**config.mk**
```make
export PLATFORM = sky130hd
export DESIGN_NAME = gpio_irq_ctrl
export DESIGN_NICKNAME = d
export VERILOG_FILES = /design/src/rtl/gpio_irq_ctrl.sv
export SDC_FILE = /design/constraint.sdc
export NUM_CORES = 1
export LEC_CHECK = 0
export CORE_ASPECT_RATIO = 1.75
export CORE_UTILIZATION = 56
export CTS_CLUSTER_SIZE = 14
export DETAILED_ROUTE_END_ITERATION = 8
export GPL_ROUTABILITY_DRIVEN = 0
export PLACE_DENSITY = 0.89
export SYNTH_ARGS = -nofsm -noshare
export SYNTH_HDL_FRONTEND = slang
export SYNTH_SLANG_ARGS = --single-unit
```
**constraint.sdc**
```tcl
create_clock -name clk -period 4.95 [get_ports clk]
set_input_delay 1.2375 -clock clk [delete_from_list [all_inputs] [get_ports clk]]
set_output_delay 1.2375 -clock clk [all_outputs]
set_load 0.02 [all_outputs]
```
**src/rtl/gpio_irq_ctrl.sv**
```systemverilog
`timescale 1ns/1ps
module gpio_irq_ctrl #(
  parameter int BANK_W = 32,
  parameter int NIRQ   = 16,
  parameter int AW     = 8
) (
  input  logic                clk,
  input  logic                rst_n,
  input  logic [AW-1:0]       addr,
  input  logic                wr_en,
  input  logic [BANK_W-1:0]   wr_data,
  output logic [BANK_W-1:0]   rd_data,
  input  logic [2*BANK_W-1:0] pad_in,
  output logic [2*BANK_W-1:0] pad_out,
  output logic [2*BANK_W-1:0] pad_oe,
  input  logic [2*BANK_W-1:0] alt_out,
  input  logic [2*BANK_W-1:0] alt_oe,
  output logic                irq
);
  localparam int NPINS = 2 * BANK_W;
  localparam int PADW  = BANK_W - NIRQ;

  logic [NPINS-1:0] out_q, dir_q, sel_q, sync1_q, sync2_q;
  logic [NIRQ-1:0]  prev_q, edge_q, hi_q, lo_q, clr_q, en_q, pend_q;
  logic [NIRQ-1:0]  lvl, rise, fall, edge_hit, lvl_hit, pend_d;
  logic             irq_q;
  logic             aligned;
  int unsigned      widx;

  assign aligned = (addr[1:0] == 2'b00);
  assign widx    = int'(addr[AW-1:2]);

  always_ff @(posedge clk or negedge rst_n) begin
    if (!rst_n) begin
      out_q  <= '0;
      dir_q  <= '0;
      sel_q  <= '0;
      edge_q <= '0;
      hi_q   <= '0;
      lo_q   <= '0;
      clr_q  <= '0;
      en_q   <= '0;
    end else if (wr_en && aligned) begin
      case (widx)
        2:  out_q[BANK_W-1:0]     <= wr_data;
        3:  out_q[NPINS-1:BANK_W] <= wr_data;
        4:  dir_q[BANK_W-1:0]     <= wr_data;
        5:  dir_q[NPINS-1:BANK_W] <= wr_data;
        6:  sel_q[BANK_W-1:0]     <= wr_data;
        7:  sel_q[NPINS-1:BANK_W] <= wr_data;
        8:  edge_q <= wr_data[NIRQ-1:0];
        9:  hi_q   <= wr_data[NIRQ-1:0];
        10: lo_q   <= wr_data[NIRQ-1:0];
        11: clr_q  <= wr_data[NIRQ-1:0];
        12: en_q   <= wr_data[NIRQ-1:0];
        default: ;
      endcase
    end
  end

  always_ff @(posedge clk or negedge rst_n) begin
    if (!rst_n) begin
      sync1_q <= '0;
      sync2_q <= '0;
      prev_q  <= '0;
    end else begin
      sync1_q <= pad_in;
      sync2_q <= sync1_q;
      prev_q  <= sync2_q[NIRQ-1:0];
    end
  end

  assign lvl      = sync2_q[NIRQ-1:0];
  assign rise     = lvl & ~prev_q;
  assign fall     = ~lvl & prev_q;
  assign edge_hit = (hi_q & rise) | (lo_q & fall);
  assign lvl_hit  = (hi_q & lvl) | (lo_q & ~lvl);
  assign pend_d   = ~clr_q & ((edge_q & (pend_q | edge_hit)) | (~edge_q & lvl_hit));

  always_ff @(posedge clk or negedge rst_n) begin
    if (!rst_n) begin
      pend_q <= '0;
      irq_q  <= 1'b0;
    end else begin
      pend_q <= pend_d;
      irq_q  <= |(pend_q & en_q);
    end
  end

  assign irq     = irq_q;
  assign pad_out = (sel_q & alt_out) | (~sel_q & out_q);
  assign pad_oe  = (sel_q & alt_oe)  | (~sel_q & dir_q);

  always_comb begin
    rd_data = '0;
    if (aligned) begin
      case (widx)
        0:  rd_data = sync2_q[BANK_W-1:0];
        1:  rd_data = sync2_q[NPINS-1:BANK_W];
        2:  rd_data = out_q[BANK_W-1:0];
        3:  rd_data = out_q[NPINS-1:BANK_W];
        4:  rd_data = dir_q[BANK_W-1:0];
        5:  rd_data = dir_q[NPINS-1:BANK_W];
        6:  rd_data = sel_q[BANK_W-1:0];
        7:  rd_data = sel_q[NPINS-1:BANK_W];
        8:  rd_data = {{PADW{1'b0}}, edge_q};
        9:  rd_data = {{PADW{1'b0}}, hi_q};
        10: rd_data = {{PADW{1'b0}}, lo_q};
        11: rd_data = {{PADW{1'b0}}, clr_q};
        12: rd_data = {{PADW{1'b0}}, en_q};
        13: rd_data = {{PADW{1'b0}}, pend_q};
        default: rd_data = '0;
      endcase
    end
  end
endmodule


```
==> flow_summary.yaml, run 1 <==
clock_network:
  clk_pin_slew_ps: 60
  postCtsResizedCells: 24
  worst_skew_pair.late_latency_ps: 560
  cts-root-buf: "clkbuf_16"
  clkSinkCount: 433
  post-cts-setup-buffers: 0
  cts_tree: "done"
  cts.htree.levels: 2
  cts-buffers-inserted: 40
  cts_buffer_depth: 3
  ctsHoldBuffers: 0
die:
  num_rows: 90
  die_h_microns: 249
  dieWidth_microns: 143
  ios: 396
  core_area_sq_um: 34500
  die_area_sq_um: 35700
  initial_core_util: 0.567
logic_synthesis:
  synth_warnings: 0
  synthesis.nets: 1590
  ys_seq_area_frac: 0.554
  synthAdderAreaFrac: 0
  syn_inst: 1355
  yosysUniqueCellTypes: 51
  post_synth_and_or_nand_nor_area_fraction: 0.0574
  syn-cell-area_sq_um: 19500
  ys_seq_elements: 433
  synth.avg_cell_area_sq_um: 14.4
  synthMuxAreaShare: 0.279
  ys.flop_type: "dfrtp_1"
  synthArstFlopShare: 1.00
  synth_edf_count: 0
  synth_top_family_by_area: "multiplexers"
  synth_compound_area_frac: 0.0816
  synth-xor-area-share: 0
hold_path:
  whs_path_depth: 0
  holdCritPathClass: "register to register"
  hold_end: "sync2_q[0]"
  holdCritStartpoint: "sync1_q[0]"
pwr:
  p_sw_uw: 1940
  seqPwrFrac: 0.487
  switching_share: 0.244
  power.share.clock: 0.393
  power.density_nw_per_um2: 310
  power.leakage_uw: 0.0119
  ir_drop_uv: 274
  p_int_uw: 6030
  finalPower_uw: 7970
  p_comb_frac: 0.120
sta:
  period_needed_ps: 4720
  rsz0062_at_grt: "no"
  worst_clock_skew_ps: 15.2
  fin_ws_ps: 234
  final_hold_viol_count: 0
  timing.hold.ws_ps: 342
  worst_pin_slew_ps: 873
  clock.fmax_mhz: 212
  finalSetupViolations: 0
  slew_headroom: 0.418
  finalCritPeriodShare: 0.953
  drv_slew: 0
drt:
  routed_wirelength_microns: 65000
  wire_per_inst_microns: 28.4
  ant_nets: 0
  drtPass1Iterations: 5
  vias: 14741
  drc: 0
  vias_per_cell: 6.44
  drt_iter0_markers: 1214
worst_setup_path:
  criticalPathCategory: "primary input to output pin"
  cp-end-kind: "output pin"
  crit_buf_inv: 4
  cp_top_family: "buffers and inverters"
  cpPeakStageDelay_ps: 420
  cp.required_ps: 3710
  reg2regPathDepth: 3
  cp.arrival_ps: 3480
  reg2reg_to: "irq"
  slowest_stage: "nor4b_2"
  critPathLaunchType: "primary input"
  path_common_cell: "buf_4"
  path_cells: "buf_2, buf_4, nor4b_2, buf_4, and3_1, a2111oi_0, a41oi_1, dlygate4sd2_1"
  path_max_fanout: 21
  r2r_setup_slack_ps: 3360
  worstReg2RegStart: "en_q[11]"
final_layout:
  final_util: 0.747
  drive_gt1_frac: 0.320
  area_growth_pct: 31.7
  fill_cells: 2119
  finalNetCount: 2029
placed_design:
  place_ws_ps: -235
  dp_hpwl_microns: 44100
  io_buffers: 395
global_route:
  grt_pass1_vias: 16070
  overflow: 0
  grt_pass1_wl_microns: 97300
  grt_usage: 0.373
  antenna_found_initial: 8
  grt_max_degree: 96
flow_run:
  drv_cap: 0
outcome:
  status: "complete, no violations"
per-layer routing:
layer | global-route usage | routed length, microns | vias up
met1 | 0.411 | 21800 | 7318
li1 | - | - | 5997
met5 | 0 | 13 | -
met2 | 0.619 | 32300 | 1056
met4 | 0.285 | 5530 | 2
met3 | 0.0844 | 5320 | 368
layout make-up:
| type | count | area, sq um | area share |
|---|---|---|---|
| antenna | 7 | 17.5 | 0.000681 |
| timing repair buffer | 486 | 4780 | 0.186 |
| multi-input combinational | 833 | 8220 | 0.320 |
| sequential | 433 | 10800 | 0.421 |
| clock buffer | 58 | 1160 | 0.0451 |
| clock inverter | 11 | 141 | 0.00550 |
| tap | 460 | 576 | 0.0224 |
power groups by stage:
stage / Clock (uW) / Sequential, uW / Combinational, uW
after detailed placement: 0 / 3930 / 942
after CTS: 3150 / 3870 / 955
final: 3130 / 3880 / 957
after global placement: 0 / 3920 / 918
after floorplan: 0 / 3860 / 428
after global routing: 3280 / 3890 / 1010
sequential cells by signal (all words and copies together) (netlist names), 64 cells and up:
| signal | flops |
|---|---|
| dir_q | 64 |
| out_q | 64 |
| sel_q | 64 |
| sync1_q | 64 |
| sync2_q | 64 |
cell families (layout without fill, tap and decap cells):
| group | count (synthesis) | in the layout |
|---|---|---|
| muxes | 456 | 456 |
| DFF | 433 | 433 |
| AOI/OAI and AO/OA | 208 | 208 |
| and+or+nand+nor | 169 | 169 |
| buffers and inverters | 89 | 555 |
| other | 0 | 7 |
how the worst max path moves through the flow:
| stage | from | endpoint | cells past startpoint |
|---|---|---|---|
| final | addr[2] | rd_data[14] | 8 |
| after global routing | addr[2] | rd_data[5] | 8 |
| after CTS | addr[6] | rd_data[0] | 8 |
| after detailed placement | addr[7] | rd_data[29] | 7 |
| after global placement | addr[7] | rd_data[29] | 7 |
| after floorplan | addr[6] | rd_data[29] | 7 |
placed cells by master, fill, tap and decap left out, types with 6 or more instances in the layout:
| cell type | count |
|---|---|
| dlygate4sd2_1 | 20 |
| a2bb2oi_1 | 11 |
| nand3_1 | 12 |
| clkbuf_1 | 10 |
| a221oi_1 | 18 |
| nor3_1 | 17 |
| mux2_2 | 296 |
| a41oi_1 | 26 |
| mux2_1 | 40 |
| nor2_1 | 9 |
| and3_1 | 14 |
| diode_2 | 7 |
| a22oi_1 | 81 |
| dfrtp_1 | 433 |
| a32oi_1 | 21 |
| buf_12 | 16 |
| nand2b_1 | 18 |
| mux2_4 | 90 |
| nand2_2 | 6 |
| a21oi_1 | 27 |
| clkbuf_8 | 7 |
| nand2_1 | 19 |
| clkbuf_16 | 41 |
| clkdlybuf4s50_1 | 356 |
| mux2i_1 | 29 |
| a2111oi_0 | 7 |
| nand3b_1 | 33 |
| buf_4 | 83 |
per-stage QoR:
stage	setup TNS (ps)	std cells	instance area (sq um)
final	0	2288	25700
after global routing	0	2287	25700
after CTS	-69.9	2281	25700
after detailed placement	-3800	2212	24400
after global placement	-2380	2212	24400
after floorplan	0	1355	19500
synth_stat cells, types with 3 or more instances:
master     number  area share
mux2_1         40       0.023
nor2_4          4      0.0023
a221oi_1       19      0.0085
buf_1           8      0.0015
nand2b_1       18      0.0058
a2111oi_0       7      0.0031
nor2b_1         4      0.0013
a2bb2oi_1      11      0.0049
nand3b_1       33       0.013
nor3_4          3      0.0025
dfrtp_1       433        0.55
nand3_1        13      0.0033
a22o_1          5      0.0022
and3_1         14      0.0045
a31oi_1         5      0.0016
a32oi_1        21      0.0094
buf_4           5      0.0019
buf_2          30      0.0077
mux2_4         90       0.069
mux2_2        296        0.17
nor4b_1         3      0.0013
nand2_2         4      0.0013
mux2i_1        29       0.015
buf_6          20       0.012
a21oi_1        27      0.0069
a22oi_1        81       0.031
nor2_1          9      0.0017
clkbuf_1       26      0.0050
nand2_1        21      0.0040
nor3_1         18      0.0046
nor3b_1         4      0.0015
nand2_4         3      0.0017
a41oi_1        26       0.012
and2_1          3     0.00096
Power figures use the tool's default switching activity.
==> run 2, diff against run 1 <==
Settings changed: TNS_END_PERCENT set to 5.
==> run 2 against run 1 <==
  * Non-clock buffer count stayed put
  * Global-route usage is 0.21 points lower
  * First-iteration DRC count is 11% lower
  * Sequential power barely moved
  * Via count grew 0.20%
  * Register-to-register slack got worse by 200 ps
  * Clock power about the same
  * Combinational power barely moved
==> flow_summary.yaml, run 2 (synthesized netlist as in run 1, its figures left out) <==
clock_network:
  cts-buffers-inserted: 40
  ctsHoldBuffers: 0
  clk_pin_slew_ps: 60
  worst_skew_pair.late_latency_ps: 560
  cts_buffer_depth: 3
  postCtsResizedCells: 22
  clkSinkCount: 433
  cts_tree: "done"
  cts.htree.levels: 2
  post-cts-setup-buffers: 0
  cts-root-buf: "clkbuf_16"
worst_setup_path:
  cp-end-kind: "output pin"
  cp.required_ps: 3710
  critPathLaunch: "addr[2]"
  cp.arrival_ps: 3380
  path_max_fanout: 21
  slowest_stage: "nor4b_2"
  critPathLaunchType: "primary input"
  cpPeakStageDelay_ps: 400
  worstReg2RegStart: "en_q[11]"
  crit_buf_inv: 4
  cp_top_family: "buffers and inverters"
  criticalPathCategory: "primary input to output pin"
  path_cells: "buf_2, buf_4, nor4b_2, buf_4, and3_1, a2111oi_0, a41oi_1, dlygate4sd2_1"
  path_common_cell: "buf_4"
die:
  dieWidth_microns: 143
  initial_core_util: 0.567
  die_area_sq_um: 35700
  ios: 396
  die_h_microns: 249
  num_rows: 90
  core_area_sq_um: 34500
drt:
  drt_iter0_markers: 1080
  vias_per_cell: 6.46
  ant_nets: 0
  drc: 0
  vias: 14771
  wire_per_inst_microns: 28.4
  routed_wirelength_microns: 64900
  drtPass1Iterations: 5
final_layout:
  drive_gt1_frac: 0.319
  final-seq-area_sq_um: 10800
  final_cell_area_sq_um: 25700
  multi_input_area_sq_um: 8210
  mostFrequentLayoutCell: "dfrtp_1"
  area_growth_pct: 31.6
  finalNetCount: 2029
  final_cell_mix: "433 x dfrtp_1, 356 x clkdlybuf4s50_1, 296 x mux2_2"
  fill_cells: 2124
sta:
  finalCritPeriodShare: 0.932
  clock.fmax_mhz: 217
  finalSetupTns_ps: 0
  slew_headroom: 0.368
  fin_ws_ps: 336
  period_needed_ps: 4610
  drv_slew: 0
  worst_clock_skew_ps: 16.3
  finalSetupViolations: 0
  rsz0062_at_grt: "no"
  worst_pin_slew_ps: 948
  final_hold_viol_count: 0
placed_design:
  dp_hpwl_microns: 44100
  io_buffers: 395
  place_ws_ps: -235
  placed_area_sq_um: 24400
global_route:
  grt_pass1_vias: 16065
  grt_usage: 0.371
  antenna_found_initial: 8
  globalRouteMet3Util: 0.0792
  overflow: 0
  grt_use_met1: 0.408
  grt_pass1_wl_microns: 96900
  grtUsageMet2: 0.617
  grt_max_degree: 96
  grt_busiest_layer: "met2"
pwr:
  power.leakage_uw: 0.0119
  power.density_nw_per_um2: 310
  ir_drop_uv: 273
hold_path:
  holdCritStartpoint: "sync1_q[0]"
  holdCritPathClass: "register to register"
flow_run:
  drv_cap: 0
outcome:
  status: "complete, no violations"
-- run 2: per-stage QoR --
step | utilization | cells | hold WS, ps | total power (uW)
final | 0.746 | 2288 | 342 | 7970
after CTS | 0.745 | 2281 | 345 | 7980
after global placement | 0.708 | 2212 | 331 | 4840
after detailed placement | 0.708 | 2212 | 335 | 4870
after global routing | 0.746 | 2288 | 352 | 8180
after floorplan | - | 1355 | 331 | 4290
-- run 2: worst reg2reg max path, delay by kind of cell (launching register included) --
| family | cells | cell delay [ps] |
|---|---|---|
| AO/OA/AOI/OAI | 2 | 970 |
| flip-flops | 1 | 400 |
| AND/OR/NAND/NOR | 1 | 240 |
-- run 2: path summary, 6_finish.rpt --
check,slack (ps),cells past startpoint,end
worst max-delay path,340,8,rd_data[14]
worst min-delay path,340,0,sync2_q[0]
worst max register to register,3160,3,irq
worst min register to register,340,0,sync2_q[0]
max in group asynchronous,3190,2,edge_q[1]
min in group asynchronous,660,1,sync2_q[37]
-- run 2: area by class of cell --
| cell class | count | area share |
|---|---|---|
| Multi-Input combinational cell | 833 | 0.319 |
| Clock inverter | 11 | 0.00550 |
| Sequential cell | 433 | 0.421 |
| Antenna cell | 7 | 0.000681 |
| Timing Repair Buffer | 486 | 0.186 |
| Tap cell | 460 | 0.0224 |
| Clock buffer | 58 | 0.0451 |
-- run 2: power by group --
part	switching, uW	internal, uW
clock network	1340	1790
registers	170	3710
logic	426	530
total	1940	6030
-- run 2: routing by layer --
metal  wire [microns]  vias up
met5               13        -
met4             5410        2
met3             5020      366
met2            32600     1035
met1            21900     7373
li1                 -     5995
